File: config.mk
export PLATFORM = sky130hd
export DESIGN_NAME = byte_cpu
export DESIGN_NICKNAME = d
export VERILOG_FILES = /design/src/rtl/byte_cpu_pkg.sv /design/src/rtl/byte_cpu_mem.sv /design/src/rtl/byte_cpu_regs.sv /design/src/rtl/byte_cpu_ctrl.sv /design/src/rtl/byte_cpu.sv
export SDC_FILE = /design/constraint.sdc
export NUM_CORES = 2
export LEC_CHECK = 0
export BUFFER_PORTS_ARGS = -buffer_cell sky130_fd_sc_hd__buf_4
export CAP_MARGIN = 20
export CORE_ASPECT_RATIO = 0.75
export CORE_MARGIN = 2
export CORE_UTILIZATION = 25
export DETAILED_ROUTE_END_ITERATION = 8
export GPL_ROUTABILITY_DRIVEN = 0
export PLACE_DENSITY = 0.5
export SLEW_MARGIN = 20
export SYNTH_ARGS = -nofsm -noshare
export SYNTH_HDL_FRONTEND = slang
export SYNTH_HIERARCHICAL = 1
export SYNTH_SLANG_ARGS = --single-unit
File: constraint.sdc
create_clock -name clk -period 7.9 [get_ports clk]
set_input_delay 1.185 -clock clk [delete_from_list [all_inputs] [get_ports clk]]
set_output_delay 1.185 -clock clk [all_outputs]
set_load 0.02 [all_outputs]
File: src/rtl/byte_cpu_pkg.sv
package byte_cpu_pkg;
    localparam int DW      = 8;
    localparam int AW      = 8;
    localparam int NREG    = 8;
    localparam int RIW     = $clog2(NREG);
    localparam int SP_IDX  = NREG - 1;
    localparam logic [DW-1:0] SP_INIT = 8'hF4;

    typedef enum logic [DW-1:0] {
        OP_HLT  = 8'h01,
        OP_LDI  = 8'h82,
        OP_PRN  = 8'h47,
        OP_MUL  = 8'hA2,
        OP_ADD  = 8'hA0,
        OP_PUSH = 8'h45,
        OP_POP  = 8'h46,
        OP_CALL = 8'h50,
        OP_RET  = 8'h11
    } opcode_e;

    typedef enum logic [1:0] {
        ST_FETCH,
        ST_EXEC,
        ST_STOP
    } phase_e;

    typedef struct packed {
        logic [DW-1:0] op;
        logic [DW-1:0] a;
        logic [DW-1:0] b;
    } instr_t;

    function automatic logic [AW-1:0] instr_len(input logic [DW-1:0] op);
        return AW'(op[7:6]) + AW'(1);
    endfunction

    function automatic logic loads_pc(input logic [DW-1:0] op);
        return op[4];
    endfunction

    function automatic logic [DW-1:0] arith(input logic [DW-1:0] op,
                                            input logic [DW-1:0] x,
                                            input logic [DW-1:0] y);
        logic [2*DW-1:0] prod;
        prod = x * y;
        if (op == OP_MUL) return prod[DW-1:0];
        return DW'(x + y);
    endfunction
endpackage

File: src/rtl/byte_cpu_mem.sv
module byte_cpu_mem
    import byte_cpu_pkg::*;
#(
    parameter int NRD = 3
) (
    input  logic                  clk,
    input  logic                  ld_en,
    input  logic [AW-1:0]         ld_addr,
    input  logic [DW-1:0]         ld_data,
    input  logic                  we,
    input  logic [AW-1:0]         waddr,
    input  logic [DW-1:0]         wdata,
    input  logic [NRD-1:0][AW-1:0] raddr,
    output logic [NRD-1:0][DW-1:0] rdata
);
    localparam int DEPTH = 1 << AW;
    logic [DW-1:0] cells [DEPTH];

    always_ff @(posedge clk) begin
        if (ld_en)
            cells[ld_addr] <= ld_data;
        else if (we)
            cells[waddr] <= wdata;
    end

    for (genvar g = 0; g < NRD; g++) begin : g_rd
        assign rdata[g] = cells[raddr[g]];
    end
endmodule

File: src/rtl/byte_cpu_regs.sv
module byte_cpu_regs
    import byte_cpu_pkg::*;
(
    input  logic           clk,
    input  logic           rst,
    input  logic [RIW-1:0] ra_idx,
    input  logic [RIW-1:0] rb_idx,
    output logic [DW-1:0]  ra_val,
    output logic [DW-1:0]  rb_val,
    output logic [DW-1:0]  sp,
    input  logic           we,
    input  logic [RIW-1:0] widx,
    input  logic [DW-1:0]  wdata,
    input  logic           sp_we,
    input  logic [DW-1:0]  sp_wdata
);
    logic [DW-1:0] rf [NREG];

    for (genvar g = 0; g < NREG; g++) begin : g_reg
        localparam logic [DW-1:0] INIT = (g == SP_IDX) ? SP_INIT : '0;
        always_ff @(posedge clk) begin
            if (rst)
                rf[g] <= INIT;
            else if (we && widx == RIW'(g))
                rf[g] <= wdata;
            else if (sp_we && g == SP_IDX)
                rf[g] <= sp_wdata;
        end
    end

    assign ra_val = rf[ra_idx];
    assign rb_val = rf[rb_idx];
    assign sp     = rf[SP_IDX];
endmodule

File: src/rtl/byte_cpu_ctrl.sv
module byte_cpu_ctrl
    import byte_cpu_pkg::*;
(
    input  logic                  clk,
    input  logic                  rst,
    output logic [2:0][AW-1:0]    m_raddr,
    input  logic [2:0][DW-1:0]    m_rdata,
    output logic                  m_we,
    output logic [AW-1:0]         m_waddr,
    output logic [DW-1:0]         m_wdata,
    output logic [RIW-1:0]        ra_idx,
    output logic [RIW-1:0]        rb_idx,
    input  logic [DW-1:0]         ra_val,
    input  logic [DW-1:0]         rb_val,
    input  logic [DW-1:0]         sp,
    output logic                  rf_we,
    output logic [RIW-1:0]        rf_widx,
    output logic [DW-1:0]         rf_wdata,
    output logic                  sp_we,
    output logic [DW-1:0]         sp_wdata,
    output logic                  out_valid,
    output logic [DW-1:0]         out_data,
    output logic                  halted,
    output logic                  illegal
);
    phase_e        phase;
    logic [AW-1:0] pc;
    instr_t        ir;

    logic          do_print, do_stop, bad_op;
    logic [AW-1:0] pc_target;
    logic [DW-1:0] sp_dec, sp_inc;

    assign m_raddr[0] = (phase == ST_FETCH) ? pc : sp;
    assign m_raddr[1] = AW'(pc + AW'(1));
    assign m_raddr[2] = AW'(pc + AW'(2));

    assign ra_idx = ir.a[RIW-1:0];
    assign rb_idx = ir.b[RIW-1:0];
    assign sp_dec = DW'(sp - DW'(1));
    assign sp_inc = DW'(sp + DW'(1));

    always_comb begin
        m_we      = 1'b0;
        m_waddr   = sp_dec;
        m_wdata   = ra_val;
        rf_we     = 1'b0;
        rf_widx   = ir.a[RIW-1:0];
        rf_wdata  = ir.b;
        sp_we     = 1'b0;
        sp_wdata  = sp_dec;
        do_print  = 1'b0;
        do_stop   = 1'b0;
        bad_op    = 1'b0;
        pc_target = ra_val;
        if (phase == ST_EXEC) begin
            case (ir.op)
                OP_LDI: rf_we = 1'b1;
                OP_ADD, OP_MUL: begin
                    rf_we    = 1'b1;
                    rf_wdata = arith(ir.op, ra_val, rb_val);
                end
                OP_PRN: do_print = 1'b1;
                OP_PUSH: begin
                    m_we  = 1'b1;
                    sp_we = 1'b1;
                end
                OP_POP: begin
                    rf_we    = 1'b1;
                    rf_wdata = m_rdata[0];
                    sp_we    = 1'b1;
                    sp_wdata = sp_inc;
                end
                OP_CALL: begin
                    m_we    = 1'b1;
                    m_wdata = DW'(pc + instr_len(ir.op));
                    sp_we   = 1'b1;
                end
                OP_RET: begin
                    pc_target = m_rdata[0];
                    sp_we     = 1'b1;
                    sp_wdata  = sp_inc;
                end
                OP_HLT: do_stop = 1'b1;
                default: begin
                    do_stop = 1'b1;
                    bad_op  = 1'b1;
                end
            endcase
        end
    end

    always_ff @(posedge clk) begin
        if (rst) begin
            phase     <= ST_FETCH;
            pc        <= '0;
            ir        <= '0;
            out_valid <= 1'b0;
            out_data  <= '0;
            halted    <= 1'b0;
            illegal   <= 1'b0;
        end else begin
            out_valid <= do_print;
            if (do_print) out_data <= ra_val;
            case (phase)
                ST_FETCH: begin
                    ir    <= '{op: m_rdata[0], a: m_rdata[1], b: m_rdata[2]};
                    phase <= ST_EXEC;
                end
                ST_EXEC: begin
                    pc <= loads_pc(ir.op) ? pc_target : AW'(pc + instr_len(ir.op));
                    if (do_stop) begin
                        phase   <= ST_STOP;
                        halted  <= 1'b1;
                        illegal <= bad_op;
                    end else begin
                        phase <= ST_FETCH;
                    end
                end
                default: phase <= ST_STOP;
            endcase
        end
    end

    AST_PRINT_ONE_CYCLE: assert property (@(posedge clk) disable iff (rst)
        out_valid |=> !out_valid);
    AST_HALT_STICKY: assert property (@(posedge clk) disable iff (rst)
        halted |=> (halted && $stable(pc) && !out_valid));
    AST_ILLEGAL_STOPS: assert property (@(posedge clk) disable iff (rst)
        illegal |-> halted);
    AST_PUSH_PREDEC: assert property (@(posedge clk) disable iff (rst)
        (phase == ST_EXEC && ir.op == OP_PUSH) |=> (sp == DW'($past(sp) - DW'(1))));
    AST_POP_POSTINC: assert property (@(posedge clk) disable iff (rst)
        (phase == ST_EXEC && ir.op == OP_POP && ir.a[RIW-1:0] != RIW'(SP_IDX))
        |=> (sp == DW'($past(sp) + DW'(1))));
endmodule

File: src/rtl/byte_cpu.sv
module byte_cpu
    import byte_cpu_pkg::*;
(
    input  logic          clk,
    input  logic          rst,
    input  logic          ld_en,
    input  logic [AW-1:0] ld_addr,
    input  logic [DW-1:0] ld_data,
    output logic          out_valid,
    output logic [DW-1:0] out_data,
    output logic          halted,
    output logic          illegal
);
    logic [2:0][AW-1:0] m_raddr;
    logic [2:0][DW-1:0] m_rdata;
    logic               core_we;
    logic [AW-1:0]      m_waddr;
    logic [DW-1:0]      m_wdata;
    logic [RIW-1:0]     ra_idx, rb_idx, rf_widx;
    logic [DW-1:0]      ra_val, rb_val, sp, rf_wdata, sp_wdata;
    logic               rf_we, sp_we;

    byte_cpu_mem #(.NRD(3)) u_mem (
        .clk(clk), .ld_en(ld_en && rst), .ld_addr(ld_addr), .ld_data(ld_data),
        .we(core_we && !rst), .waddr(m_waddr), .wdata(m_wdata),
        .raddr(m_raddr), .rdata(m_rdata)
    );

    byte_cpu_regs u_regs (
        .clk(clk), .rst(rst), .ra_idx(ra_idx), .rb_idx(rb_idx),
        .ra_val(ra_val), .rb_val(rb_val), .sp(sp),
        .we(rf_we && !rst), .widx(rf_widx), .wdata(rf_wdata),
        .sp_we(sp_we && !rst), .sp_wdata(sp_wdata)
    );

    byte_cpu_ctrl u_ctrl (
        .clk(clk), .rst(rst),
        .m_raddr(m_raddr), .m_rdata(m_rdata), .m_we(core_we),
        .m_waddr(m_waddr), .m_wdata(m_wdata),
        .ra_idx(ra_idx), .rb_idx(rb_idx), .ra_val(ra_val), .rb_val(rb_val), .sp(sp),
        .rf_we(rf_we), .rf_widx(rf_widx), .rf_wdata(rf_wdata),
        .sp_we(sp_we), .sp_wdata(sp_wdata),
        .out_valid(out_valid), .out_data(out_data),
        .halted(halted), .illegal(illegal)
    );
endmodule

==> metrics.md <==
| Metric | Value |
|---|---|
| Final nets | 6614 |
| Antenna violations before repair | 17 |
| Multi-input gate area | 43000 sq um |
| Die area | 451000 sq um |
| CTS clk-pin slew, worst paths | 0.06 ns |
| Mean Syn Cell Area | ~17 sq um |
| CTS tree | done |
| Clk pwr share | about 28% |
| Clk sinks | 2152 |
| Final wirelength | 422 mm |
| Final Setup Violations | 0 |
| Most used cell, CP | inv_1 |
| Final worst-path cycle share | between 80 and 90% |
| Share of layout cells above drive strength 1 | 27.7% |
| DIE WIDTH | 775 um |
| Switching part of the total power | between 30% and 40% |
| Area Growth Syn to Fin | 12.8% |
| Vias | 71.6k |
| P_sw | 15.0 mW |
| Setup TNS | 0 ns |
| Cell count after synthesis | between 6k and 7k |
| Final core utilization | 28.3% |
| Max-slew violations | 0 |
| Final min period | 6.66 ns |
| Pwr per Cell Area | 315 nW/um^2 |
| CP max-delay cell | dfxtp_1 |
| Setup bufs post-CTS | 0 |
| CTS max path bufs | 4 |
| Vias per inst | between 5 and 6 |
| Avg WL per Cell | between 30 and 40 um |
| CTS Buf Count | 239 |
| Initial drt markers | around 11k |
| Max_cap viols | 0 |
| Core Region | 444000 sq um |
| Worst hold path type | flip-flop to flip-flop |
| Largest net degree at the start of global routing | 193 |
| Resized cells post-CTS | 0 |
| First-pass iteration count of the detailed router | 6 |
| Chip height | 582 um |
| FMAX | between 150 and 200 MHz |
| First-pass GRT wire length | around 580 mm |
| LEAKAGE | 38.0 nW |
| Initial core utilization | 25.1% |
| Grt total ovfl | 0 |
| Yosys warnings | 6 |
| Setup Skew | 0.0893 ns |
| Final hold violation count | 0 |
| # rows | 212 |
| ANT nets after route | 0 |
| Clock latency on the worst-skew pair | 0.94 ns |
| Peak supply drop | 0.249 mV |
| Slowest cell delay on critical path | roughly 0.96 ns |
| RSZ-0062 raised after global routing | no |
| Comb pwr share | 39.3% |
| WP data arrival | 7.42 ns |
| Fillcell total | roughly 44k |
| GRT Overall Usage | between 10% and 20% |
| CP Launch Type | flip-flop |
| Crit path max fanout | 17 |
| DP HPWL | 284 mm |
| Tightest Pin Transition | 1.32 ns |
| Register area | ~64000 sq um |
| Slew HR | 11.5% |
| Top Ports | 30 |
| Req. time, crit path | 8.66 ns |
| Buffers on Ports | 29 |
| Vias in the first global route | 69.4k |
| DRC Markers | 0 |
| Internal power | 24.6 mW |
| # hold bufs at CTS | 0 |
| Syn Nets | 6720 |
| Critical path endpoint category | flip-flop |
| Sequential power share | approximately a third |
| Cell Area, Synth | 111000 sq um |
| Root buf cell | clkbuf_16 |
| Critical path class | flip-flop to flip-flop |
| Worst-path cell chain | mux4_1, mux2_2, ha_1, inv_1, fa_1, inv_1, ha_1, fa_1, inv_1, fa_1, inv_1, ha_1, a21oi_1, xnor3_1, xnor3_1, a21o_1, o21ai_1, inv_1, nor4_1 |
| Outcome | complete, no violations |
| H-tree levels | 4 |
[through the flow]
stage / setup WS, ns / instances / instance area [sq um] / power (mW) / hold slack (ns)
CTS: 1.25 / 12613 / 125000 / 39.2 / 0.463
global route: 0.928 / 12623 / 126000 / 40.5 / 0.486
finish: 1.24 / 12630 / 126000 / 39.6 / 0.460
floorplan: 1.97 / 6658 / 111000 / 22.2 / 0.436
detailed placement: 1.30 / 12186 / 118000 / 27.9 / 0.454
global placement: 0.899 / 12183 / 118000 / 27.9 / 0.440
[path summary, 6_finish.rpt]
kind	cells past startpoint	from	to	slack [ns]
max	19	u_ctrl/ra_idx[0]	u_regs/rf[0][7]	1.24
min	2	u_ctrl/halted	u_ctrl/halted	0.46
max reg2reg	19	u_ctrl/ra_idx[0]	u_regs/rf[0][7]	1.24
min reg2reg	2	u_ctrl/halted	u_ctrl/halted	0.46
[worst max-delay path, delay by kind of cell, from the launching register on]
kind,cells,cell delay (ns)
AND/OR/NAND/NOR,1,0.25
XOR/XNOR,2,0.61
multiplexers,2,1.01
flip-flops,1,0.96
buffers and inverters,5,0.48
AO/OA/AOI/OAI,3,0.84
adder cells (fa/ha/maj),6,2.31
[per-layer routing]
metal  routed length, um  GRT usage, %
met2              175000          25.1
met3               57700          6.91
met1              175000          25.6
met5                 247         0.265
met4               13800          5.43
[power by group through the flow]
stage	registers, mW	clock network (mW)	logic [mW]
global placement	13.0	0	15.0
finish	12.7	11.3	15.5
CTS	12.7	11.4	15.0
floorplan	13.0	0	9.23
detailed placement	13.0	0	14.9
global route	12.8	11.9	15.8
[flip-flops by register name (all words and copies together), names as in the netlist]
signal            flops
u_ctrl/halted         1
u_ctrl/illegal        1
u_ctrl/ir            13
u_ctrl/out_data       8
u_ctrl/out_valid      1
u_ctrl/pc             8
u_ctrl/phase          2
u_ctrl/ra_idx         3
u_ctrl/rb_idx         3
u_mem/cells        2048
u_regs/rf            64
[cell usage in the layout (no fill, tap or decap), drive strengths merged, types with 9 or more instances in the layout]
cell type / count
edfxtp: 2112
mux4: 1062
a22oi: 395
mux2i: 380
buf: 350
nor2: 340
a21oi: 311
clkbuf: 285
nand2: 252
clkinv: 99
nor3: 86
o221ai: 85
o21ai: 78
o22ai: 68
nor4: 67
inv: 62
nand3: 60
a221oi: 50
dfxtp: 40
nand2b: 37
nand3b: 36
a211oi: 33
mux2: 32
and2: 30
nor2b: 30
bufinv: 29
ha: 29
xnor2: 27
a22o: 23
or2: 21
xor2: 20
and3: 17
or3: 17
o211ai: 15
a31oi: 14
fa: 14
clkinvlp: 12
o32ai: 10
o31ai: 10
nor3b: 9
[final cells by class]
cell class,instances,area share (%)
timing repair buffer,352,2.49
clock inverter,144,1.15
tap,5885,5.86
multi-input combinational,3749,34.2
clock buffer,283,4.96
inverter,58,0.185
sequential,2152,51.1
antenna,7,0.0139
Power figures use the tool's default switching activity.
